File: config.mk
export PLATFORM = sky130hd
export DESIGN_NAME = xy_break_unit
export DESIGN_NICKNAME = d
export VERILOG_FILES = /design/src/rtl/xyb_pkg.sv /design/src/rtl/xyb_regs.sv /design/src/rtl/xyb_window.sv /design/src/rtl/xyb_pick.sv /design/src/rtl/xy_break_unit.sv
export SDC_FILE = /design/constraint.sdc
export NUM_CORES = 1
export LEC_CHECK = 0
export CAP_MARGIN = 40
export CORE_UTILIZATION = 54
export CTS_CLUSTER_DIAMETER = 40
export CTS_CLUSTER_SIZE = 30
export DETAILED_ROUTE_END_ITERATION = 8
export PLACE_DENSITY = 0.85
export SLEW_MARGIN = 15
export SYNTH_ARGS = -nofsm -noshare
export SYNTH_HDL_FRONTEND = slang
export SYNTH_HIERARCHICAL = 1
export SYNTH_SLANG_ARGS = --single-unit
File: constraint.sdc
create_clock -name clk -period 3.7 [get_ports clk]
set_input_delay 0.74 -clock clk [delete_from_list [all_inputs] [get_ports clk]]
set_output_delay 0.74 -clock clk [all_outputs]
set_load 0.02 [all_outputs]
File: src/rtl/xyb_pkg.sv
// Package: shared control and bus-cycle types for the dual-bus break
// comparator. Assumes register indices fit in the top's index width.
package xyb_pkg;

    // Control word fields, packed in readback bit order (bit 0 = en).
    typedef struct packed {
        logic       word_only;
        logic [1:0] rw;
        logic       sel;
        logic       en;
    } xyb_cfg_t;

    // Per-bus cycle qualifiers.
    typedef struct packed {
        logic valid;
        logic cpu;
        logic data;
        logic write;
        logic word;
    } xyb_cyc_t;

    localparam int CFG_BITS = $bits(xyb_cfg_t);

    localparam int IDX_CTRL   = 0;
    localparam int IDX_XREF   = 1;
    localparam int IDX_XMASK  = 2;
    localparam int IDX_YREF   = 3;
    localparam int IDX_YMASK  = 4;
    localparam int IDX_STATUS = 5;

endpackage

File: src/rtl/xyb_regs.sv
// Module: register file of the break comparator. Holds the control word,
// one reference/mask pair per bus (entry 0 = X, 1 = Y) and the sticky
// flag. Assumes AW >= CFG_BITS. Writes land on the clock edge; reads are
// combinational. A new hit outranks a simultaneous write-1-to-clear.
module xyb_regs
    import xyb_pkg::*;
#(
    parameter int AW   = 16,
    parameter int RA_W = 3
) (
    input  logic                 clk,
    input  logic                 rst_n,
    input  logic                 wr_en,
    input  logic [RA_W-1:0]      wr_idx,
    input  logic [AW-1:0]        wr_data,
    input  logic [RA_W-1:0]      rd_idx,
    output logic [AW-1:0]        rd_data,
    input  logic                 hit_set,
    output xyb_cfg_t             cfg,
    output logic [1:0][AW-1:0]   ref_v,
    output logic [1:0][AW-1:0]   mask_v,
    output logic                 sticky
);

    logic clr_req;

    // Decode a write-1-to-clear on the status register.
    always_comb begin
        clr_req = wr_en && (wr_idx == RA_W'(IDX_STATUS)) && wr_data[0];
    end

    // Capture control and address registers from the write port.
    always_ff @(posedge clk) begin
        if (!rst_n) begin
            cfg    <= '0;
            ref_v  <= '0;
            mask_v <= '0;
        end else if (wr_en) begin
            case (wr_idx)
                RA_W'(IDX_CTRL):  cfg       <= xyb_cfg_t'(wr_data[CFG_BITS-1:0]);
                RA_W'(IDX_XREF):  ref_v[0]  <= wr_data;
                RA_W'(IDX_XMASK): mask_v[0] <= wr_data;
                RA_W'(IDX_YREF):  ref_v[1]  <= wr_data;
                RA_W'(IDX_YMASK): mask_v[1] <= wr_data;
                default: ;
            endcase
        end
    end

    // Sticky flag: set by a hit, cleared by write-1, set has priority.
    always_ff @(posedge clk) begin
        if (!rst_n)
            sticky <= 1'b0;
        else if (hit_set)
            sticky <= 1'b1;
        else if (clr_req)
            sticky <= 1'b0;
    end

    // Combinational readback mux.
    always_comb begin
        case (rd_idx)
            RA_W'(IDX_CTRL):   rd_data = AW'(cfg);
            RA_W'(IDX_XREF):   rd_data = ref_v[0];
            RA_W'(IDX_XMASK):  rd_data = mask_v[0];
            RA_W'(IDX_YREF):   rd_data = ref_v[1];
            RA_W'(IDX_YMASK):  rd_data = mask_v[1];
            RA_W'(IDX_STATUS): rd_data = AW'(sticky);
            default:           rd_data = '0;
        endcase
    end

endmodule

File: src/rtl/xyb_window.sv
// Module: one bus window. Applies the masked address compare and the cycle
// qualifiers (valid, CPU master, data access, direction, size) to a single
// bus. Purely combinational; assumes the caller registers the result.
module xyb_window
    import xyb_pkg::*;
#(
    parameter int AW = 16
) (
    input  logic [AW-1:0] addr,
    input  logic [AW-1:0] ref_a,
    input  logic [AW-1:0] mask_a,
    input  xyb_cyc_t      cyc,
    input  xyb_cfg_t      cfg,
    output logic          hit
);

    logic addr_ok;
    logic dir_ok;
    logic size_ok;

    // Address, direction and size checks, then the combined hit.
    always_comb begin
        addr_ok = (((addr ^ ref_a) & ~mask_a) == '0);
        dir_ok  = cyc.write ? cfg.rw[1] : cfg.rw[0];
        size_ok = !cfg.word_only || cyc.word;
        hit     = cyc.valid && cyc.cpu && cyc.data && dir_ok && size_ok && addr_ok;
    end

endmodule

File: src/rtl/xyb_pick.sv
// Module: chooses the window of the selected bus, gates it with the arm
// bit and registers the break pulse. Also exposes the pre-register hit so
// the sticky flag sets on the same edge as the pulse.
module xyb_pick
    import xyb_pkg::*;
(
    input  logic       clk,
    input  logic       rst_n,
    input  xyb_cfg_t   cfg,
    input  logic [1:0] win_hit,
    output logic       hit_now,
    output logic       pulse
);

    // Select the watched bus and apply the arm bit.
    always_comb begin
        hit_now = cfg.en && win_hit[cfg.sel];
    end

    // Register the break pulse.
    always_ff @(posedge clk) begin
        if (!rst_n)
            pulse <= 1'b0;
        else
            pulse <= hit_now;
    end

endmodule

File: src/rtl/xy_break_unit.sv
// Module: top of the dual-bus address break comparator. Gathers the two
// buses into arrays and builds one window per bus with generate. The
// selected window drives a registered pulse and a sticky flag. Assumes
// synchronous active-low reset and AW >= 5.
module xy_break_unit
    import xyb_pkg::*;
#(
    parameter int AW   = 16,
    parameter int RA_W = 3
) (
    input  logic            clk,
    input  logic            rst_n,
    input  logic            reg_we,
    input  logic [RA_W-1:0] reg_waddr,
    input  logic [AW-1:0]   reg_wdata,
    input  logic [RA_W-1:0] reg_raddr,
    output logic [AW-1:0]   reg_rdata,
    input  logic            x_valid,
    input  logic            x_cpu,
    input  logic            x_data,
    input  logic            x_write,
    input  logic            x_word,
    input  logic [AW-1:0]   x_addr,
    input  logic            y_valid,
    input  logic            y_cpu,
    input  logic            y_data,
    input  logic            y_write,
    input  logic            y_word,
    input  logic [AW-1:0]   y_addr,
    output logic            brk_pulse,
    output logic            brk_flag
);

    localparam int NBUS = 2;

    xyb_cfg_t                cfg;
    logic [NBUS-1:0][AW-1:0] ref_v;
    logic [NBUS-1:0][AW-1:0] mask_v;
    logic [NBUS-1:0][AW-1:0] bus_addr;
    xyb_cyc_t [NBUS-1:0]     bus_cyc;
    logic [NBUS-1:0]         win_hit;
    logic                    hit_now;

    // Flat views of the control word for the bound checker.
    logic       cfg_en;
    logic       cfg_sel;
    logic [1:0] cfg_rw;

    // Gather both buses into indexable arrays (0 = X, 1 = Y).
    always_comb begin
        bus_addr[0] = x_addr;
        bus_addr[1] = y_addr;
        bus_cyc[0]  = '{valid: x_valid, cpu: x_cpu, data: x_data, write: x_write, word: x_word};
        bus_cyc[1]  = '{valid: y_valid, cpu: y_cpu, data: y_data, write: y_write, word: y_word};
        cfg_en      = cfg.en;
        cfg_sel     = cfg.sel;
        cfg_rw      = cfg.rw;
    end

    xyb_regs #(.AW(AW), .RA_W(RA_W)) u_regs (
        .clk     (clk),
        .rst_n   (rst_n),
        .wr_en   (reg_we),
        .wr_idx  (reg_waddr),
        .wr_data (reg_wdata),
        .rd_idx  (reg_raddr),
        .rd_data (reg_rdata),
        .hit_set (hit_now),
        .cfg     (cfg),
        .ref_v   (ref_v),
        .mask_v  (mask_v),
        .sticky  (brk_flag)
    );

    for (genvar b = 0; b < NBUS; b++) begin : g_win
        xyb_window #(.AW(AW)) u_win (
            .addr   (bus_addr[b]),
            .ref_a  (ref_v[b]),
            .mask_a (mask_v[b]),
            .cyc    (bus_cyc[b]),
            .cfg    (cfg),
            .hit    (win_hit[b])
        );
    end

    xyb_pick u_pick (
        .clk     (clk),
        .rst_n   (rst_n),
        .cfg     (cfg),
        .win_hit (win_hit),
        .hit_now (hit_now),
        .pulse   (brk_pulse)
    );

endmodule

# Word level (Yosys, flattened, before mapping)
# Index checks and enable logic that the tools add are counted.
# word_totals
ff_bits	71
latch_bits	0
mem_bits_rw	0
mem_bits_ro	0
input_bits	67
word_cells	60
memories	0
# classes
addsub	0
mul	0
div_mod_pow	0
n_lt_le_gt_ge	1
n_eq_ne	10
shift	0
mux	7
bitwise_logic	6
n_reduce_logical	26
# ops
operator	count
one-hot mux 16 bit (6 select lines)	1
AND 16 bit	2
zero test 16 bit	2
NOT 16 bit	2
bitwise XOR 16 bit	2
logical AND 1 bit	13
equality test 3 x 2 -> 1 bit (second input constant)	4
equality test 3 bit (second input constant)	4
AND reduction 2 bit	5
equality test 3 x 1 -> 1 bit (second input constant)	2
zero test 3 bit	2
2-to-1 mux 1 bit	6
logical OR 1 bit	2
< comparator 1 x 2 -> 1 bit (second input constant)	1
nonzero test 2 bit	1
zero test 1 bit	1

# Depth between registers and ports, before layout
# depth
word_depth	9
depth_mapped	8
mapped_depth_nobuf	8

# By module
# The synthesis kept the hierarchy.
# modules_own_cells
module	n_inst	cells_each	area_per_inst_um2	seq_area_each_um2
xyb_regs	1	363	3139.3	1401.3
xyb_window	2	32	239.0	0.0
xyb_pick	1	5	43.8	20.0

# Worst setup path after synthesis
# OpenSTA, ideal clock, no wires.
# synth_path
path_type	input -> output
from	input port reg_raddr[1]
to	output port reg_rdata[10]
arrival_time_ns	1.800
t_required_ns	2.960
path_slack_ns	1.160
cell_stages	5
n_path_buf	2
path_cell_list	buf_2 > nor2b_1 > buf_2 > a22oi_1 > o22ai_1
# synth_between
elab_chain_len	2
word_cells_on_any_way	7
cone_classes	5 x eq/ne; 1 x mux; 1 x reduce/logical
# synth_rtl
item	line_no	rtl
start: declaration	xy_break_unit.sv:16	input logic [RA_W-1:0] reg_raddr,
equality test 3 bit (tied with other cells)	xyb_regs.sv:62	case (rd_idx)
one-hot mux 16 bit (6 select lines) (*)	xyb_regs.sv:62	
end: declaration	xy_break_unit.sv:17	output logic [AW-1:0] reg_rdata,
# Mark *: on every way between the ends. The rest lies on a longest branch, timed or not.

# Final worst setup path
# layout_path
from	input port reg_raddr[2]
to	output port reg_rdata[4]
# Same word-level chain as after synthesis.

==> run summary <==
CRITICAL PATH
------------------------------------------------------------------------------------
CP arrival                                                                   2.71 ns
WP data required                                                             2.96 ns
R2r setup slk                                                                1.76 ns
Critical path class                                                     input port to output pin
Crit-path cells                                                         clkdlybuf4s50_1, nand2b_1, buf_4, nor2_1, o31a_1, clkdlybuf4s50_1
Endpoint of the most critical register-to-register path                 u_regs/sticky
Worst setup path startpoint                                             reg_raddr[2]
Most prevalent standard cell on the critical path                       sky130_fd_sc_hd__clkdlybuf4s50_1
Longest individual stage delay on the worst path                             0.65 ns
Highest net fanout along the worst path                                           10
Crit-path slowest cell                                                  sky130_fd_sc_hd__clkdlybuf4s50_1
Sort of element at the end of the critical path                           output pin
Critical Path Sink                                                      reg_rdata[4]
Count of buffering cells on the critical path with inverters included              3
Number of gates on the worst path with buffers counted                             6
Category of the worst setup path launch point                             input port
Family with the most delay on the worst path                            buffers and inverters
Worst flop-to-flop path startpoint                                      u_regs/ref_v[12]
R2r worst-path depth                                                               8

DIE
------------------------------------------------------------------------------------
Core ar.                                                                 0.00646 mm2
Die outline height                                                           84.3 um
Die area                                                                 0.00711 mm2
Die width                                                                    84.3 um
Top-level port count                                                              85
Starting density of the core                                                   56.7%
Core Rows                                                                         29

PWR
------------------------------------------------------------------------------------
Net switching component of the power                                          408 uW
Final Power                                                                  1.56 mW
Switching fraction of total power                                              26.2%
Sequential group share of total power                                          51.0%
Maximum ir drop on the vdd rail                                           0.000220 V
Internal cell power                                                          1.15 mW
Power share of the clock group                                                 33.4%
Combinational group share of total power                                       15.6%
Static leakage                                                               1.54 nW
Cell area power density                                                   333 mW/mm2

YOSYS
------------------------------------------------------------------------------------
Ys Warns                                                                           6
Leading area contributor after synthesis                                sky130_fd_sc_hd__dfxtp_1
Post-synthesis average cell area                                            8.47 um2
Syn Nets                                                                         499
Main flop type after synthesis                                          sky130_fd_sc_hd__dfxtp_1
Async SR Flop Fraction                                                            0%
Fraction of post-synthesis cell area in the top cell type by area              38.8%
Count of unique library cells instantiated by Yosys                               34
Post-synthesis instance area                                             0.00366 mm2
Leading cell types by total area after synthesis                        sky130_fd_sc_hd__dfxtp_1 (39%), sky130_fd_sc_hd__nand2_1 (8.4%), sky130_fd_sc_hd__xnor2_1 (7.7%)
Post-synthesis instance total                                                    432
Post-synthesis register bit count                                                 71
Number of synthesized flops with an enable pin                                     0
Share of the yosys chip area belonging to registers                            38.8%

CLOCKING
------------------------------------------------------------------------------------
Clock insertion delay at the later pin of the skew report                    0.34 ns
Number of sinks on the clock net                                                  71
Cts hold-fix bufs                                                                  0
Post-CTS Resized                                                                   0
Number of clock buffers inserted by TritonCTS                                      9
Cell at the root of the clock tree                                      sky130_fd_sc_hd__clkbuf_8
CTS tree                                                                         yes
Deepest level of the CTS H-tree                                                    3
Clock transition at path regs                                                0.07 ns
Maximum clock path buffer count                                                    2
Number of post-CTS setup repair buffers                                            0

PLACEMENT
------------------------------------------------------------------------------------
Port Buf Inserts                                                                  84
GPL Wtd Cong                                                                   0.876
Dpl hpwl                                                                     7.17 mm
Setup WS pre-CTS                                                            0.266 ns
Placed cell areas                                                        0.00452 mm2
DP Cell Count                                                                    575

TIMING
------------------------------------------------------------------------------------
Period utilisation layout                                                      93.3%
RSZ-0062 raised after global routing                                           false
Measured slew at the worst slew-check pin                                   0.785 ns
Sum of negative setup slack                                                     0 ns
Setup slack of the critical path after layout                               0.249 ns
Highest clock frequency the design can meet                                  290 MHz
Final count of hold timing violations                                              0
Minimum period implied by the final worst setup slack                        3.45 ns
Remaining max-slew budget at the tightest pin                                  47.7%
Setup violators final                                                              0
Final hold slack                                                            0.477 ns
Final slew viol count                                                              0
Worst Skew                                                                0.00707 ns

ROUTING
------------------------------------------------------------------------------------
Number of vias in the routed layout                                            3,563
DR WL/cell                                                                   17.5 um
DRT Wirelength                                                               10.3 mm
Count of antenna-violating nets left after detailed routing                        0
Violation count after the first detailed-routing iteration                       257
Total iterations of the first detailed-routing run                                 7
Post-DR vias/cell                                                               6.04
Post-route DRC violation count                                                    10

GLOBAL ROUTE
------------------------------------------------------------------------------------
Met3 GRT Util                                                                  5.51%
Maximum number of pins on one net before global-route repair                      50
Overflow after GRT                                                                 0
GRT Overall Usage                                                              29.8%
Busiest metal layer after global routing                                        met2
Antenna violations before repair                                                   0
Via count of the first global-routing pass                                     3,415
Wire length of the first global-routing pass                                 16.5 mm
Global routing usage on met1                                                   36.3%
M2 GR Usage                                                                    50.5%

MIN PATH
------------------------------------------------------------------------------------
Kind of path behind the tightest hold check                             register to register

OUTCOME
------------------------------------------------------------------------------------
Failing checks                                                          design-rule violations
Outcome                                                                 finished, violations left

FINAL LAYOUT
------------------------------------------------------------------------------------
Most used cells in the layout excluding fill and tap cells              sky130_fd_sc_hd__clkdlybuf4s50_1 (83), sky130_fd_sc_hd__nand2_1 (82), sky130_fd_sc_hd__dfxtp_1 (71), sky130_fd_sc_hd__o21ai_0 (37)
Fraction of layout cells with a size suffix above 1                            6.63%
Most common cell after layout, fill and taps aside                      sky130_fd_sc_hd__clkdlybuf4s50_1
Post-layout utilization of the core                                            72.4%
Number of nets in the final layout                                               576
Number of antenna diodes                                                           0
Area delta synth->final                                                        27.7%
Post-route standard cell area excluding fillers                          0.00468 mm2
Cell Count, Final, Fillers Out                                                   590
Fill cell instance count of the final layout                                     510

JOB
------------------------------------------------------------------------------------
Max-cap violation count                                                            0

==> Yosys cell counts (2+ instances only) <==
master / n
sky130_fd_sc_hd__inv_1: 5
sky130_fd_sc_hd__nand4bb_1: 3
sky130_fd_sc_hd__xnor2_1: 32
sky130_fd_sc_hd__mux2_2: 2
sky130_fd_sc_hd__o2bb2ai_1: 2
sky130_fd_sc_hd__nand3_1: 32
sky130_fd_sc_hd__buf_2: 9
sky130_fd_sc_hd__a21boi_1: 9
sky130_fd_sc_hd__clkbuf_2: 2
sky130_fd_sc_hd__o21a_1: 3
sky130_fd_sc_hd__o2111ai_1: 2
sky130_fd_sc_hd__clkbuf_1: 11
sky130_fd_sc_hd__and4bb_2: 3
sky130_fd_sc_hd__mux2i_1: 25
sky130_fd_sc_hd__dfxtp_1: 71
sky130_fd_sc_hd__nor2b_1: 8
sky130_fd_sc_hd__a22oi_1: 12
sky130_fd_sc_hd__buf_4: 4
sky130_fd_sc_hd__o21ai_0: 37
sky130_fd_sc_hd__buf_1: 2
sky130_fd_sc_hd__and4_1: 2
sky130_fd_sc_hd__nand2_1: 82
sky130_fd_sc_hd__buf_6: 4
sky130_fd_sc_hd__o22ai_1: 28
sky130_fd_sc_hd__a21boi_0: 23
sky130_fd_sc_hd__nor4_1: 2
sky130_fd_sc_hd__nor2_1: 10
==> cell families (layout without fill, tap and decap cells) <==
| logic type | after synthesis | after routing | synth area share, % |
|---|---|---|---|
| buf+inv | 37 | 118 | 5.40 |
| simple gates | 146 | 146 | 19.2 |
| mux | 28 | 28 | 8.07 |
| xor+xnor | 32 | 32 | 7.66 |
| compound gates | 118 | 118 | 20.8 |
| flops | 71 | 71 | 38.8 |
==> metal layers <==
layer  part of all wire, %  wire length, um
met1                    41             4280
met2                    48             4970
met3                   7.8              804
met4                   2.8              293
met5                     0                0
==> power groups by stage <==
stage | clock (mW) | sequential (mW) | combinational (mW)
after floorplan | 0 | 0.807 | 0.118
after global placement | 0 | 0.811 | 0.236
after detailed placement | 0 | 0.812 | 0.240
after CTS | 0.525 | 0.794 | 0.241
after global routing | 0.558 | 0.796 | 0.259
final | 0.520 | 0.794 | 0.244
==> sequential cells by signal, summed over array words and instances, names as in the netlist <==
| register | cells |
|---|---|
| u_regs/cfg | 5 |
| u_regs/sticky | 1 |
| u_regs/ref_v | 32 |
| u_regs/mask_v | 32 |
| u_pick/pulse | 1 |
==> how the worst min path moves through the flow <==
stage	start	to	slack (ns)	cells past startpoint
CTS	u_regs/mask_v[28]	u_regs/mask_v[28]	0.48	2
global placement	u_regs/cfg[0]	u_pick/pulse	0.46	2
detailed placement	u_regs/mask_v[28]	u_regs/mask_v[28]	0.47	2
finish	u_regs/mask_v[29]	u_regs/mask_v[29]	0.48	2
floorplan	u_regs/cfg[0]	u_pick/pulse	0.43	2
global route	u_regs/mask_v[30]	u_regs/mask_v[30]	0.51	2
==> worst min-delay path: stages, from the launching register on <==
cell and delay (ns):
sky130_fd_sc_hd__dfxtp_1 0.33, sky130_fd_sc_hd__nand2_1 0.06, sky130_fd_sc_hd__a21boi_1 0.05
==> cell type report <==
cell class	instances	area, um2	share of cell area, %
flip-flops and latches	71	1420	30.4
well taps	77	96.3	2.06
inverters	5	18.8	0.401
clock inverters	3	21.3	0.455
multi-input cells	324	2040	43.7
clock buffers	12	135	2.89
repair buffers	98	941	20.1
Power figures use the tool's default switching activity.
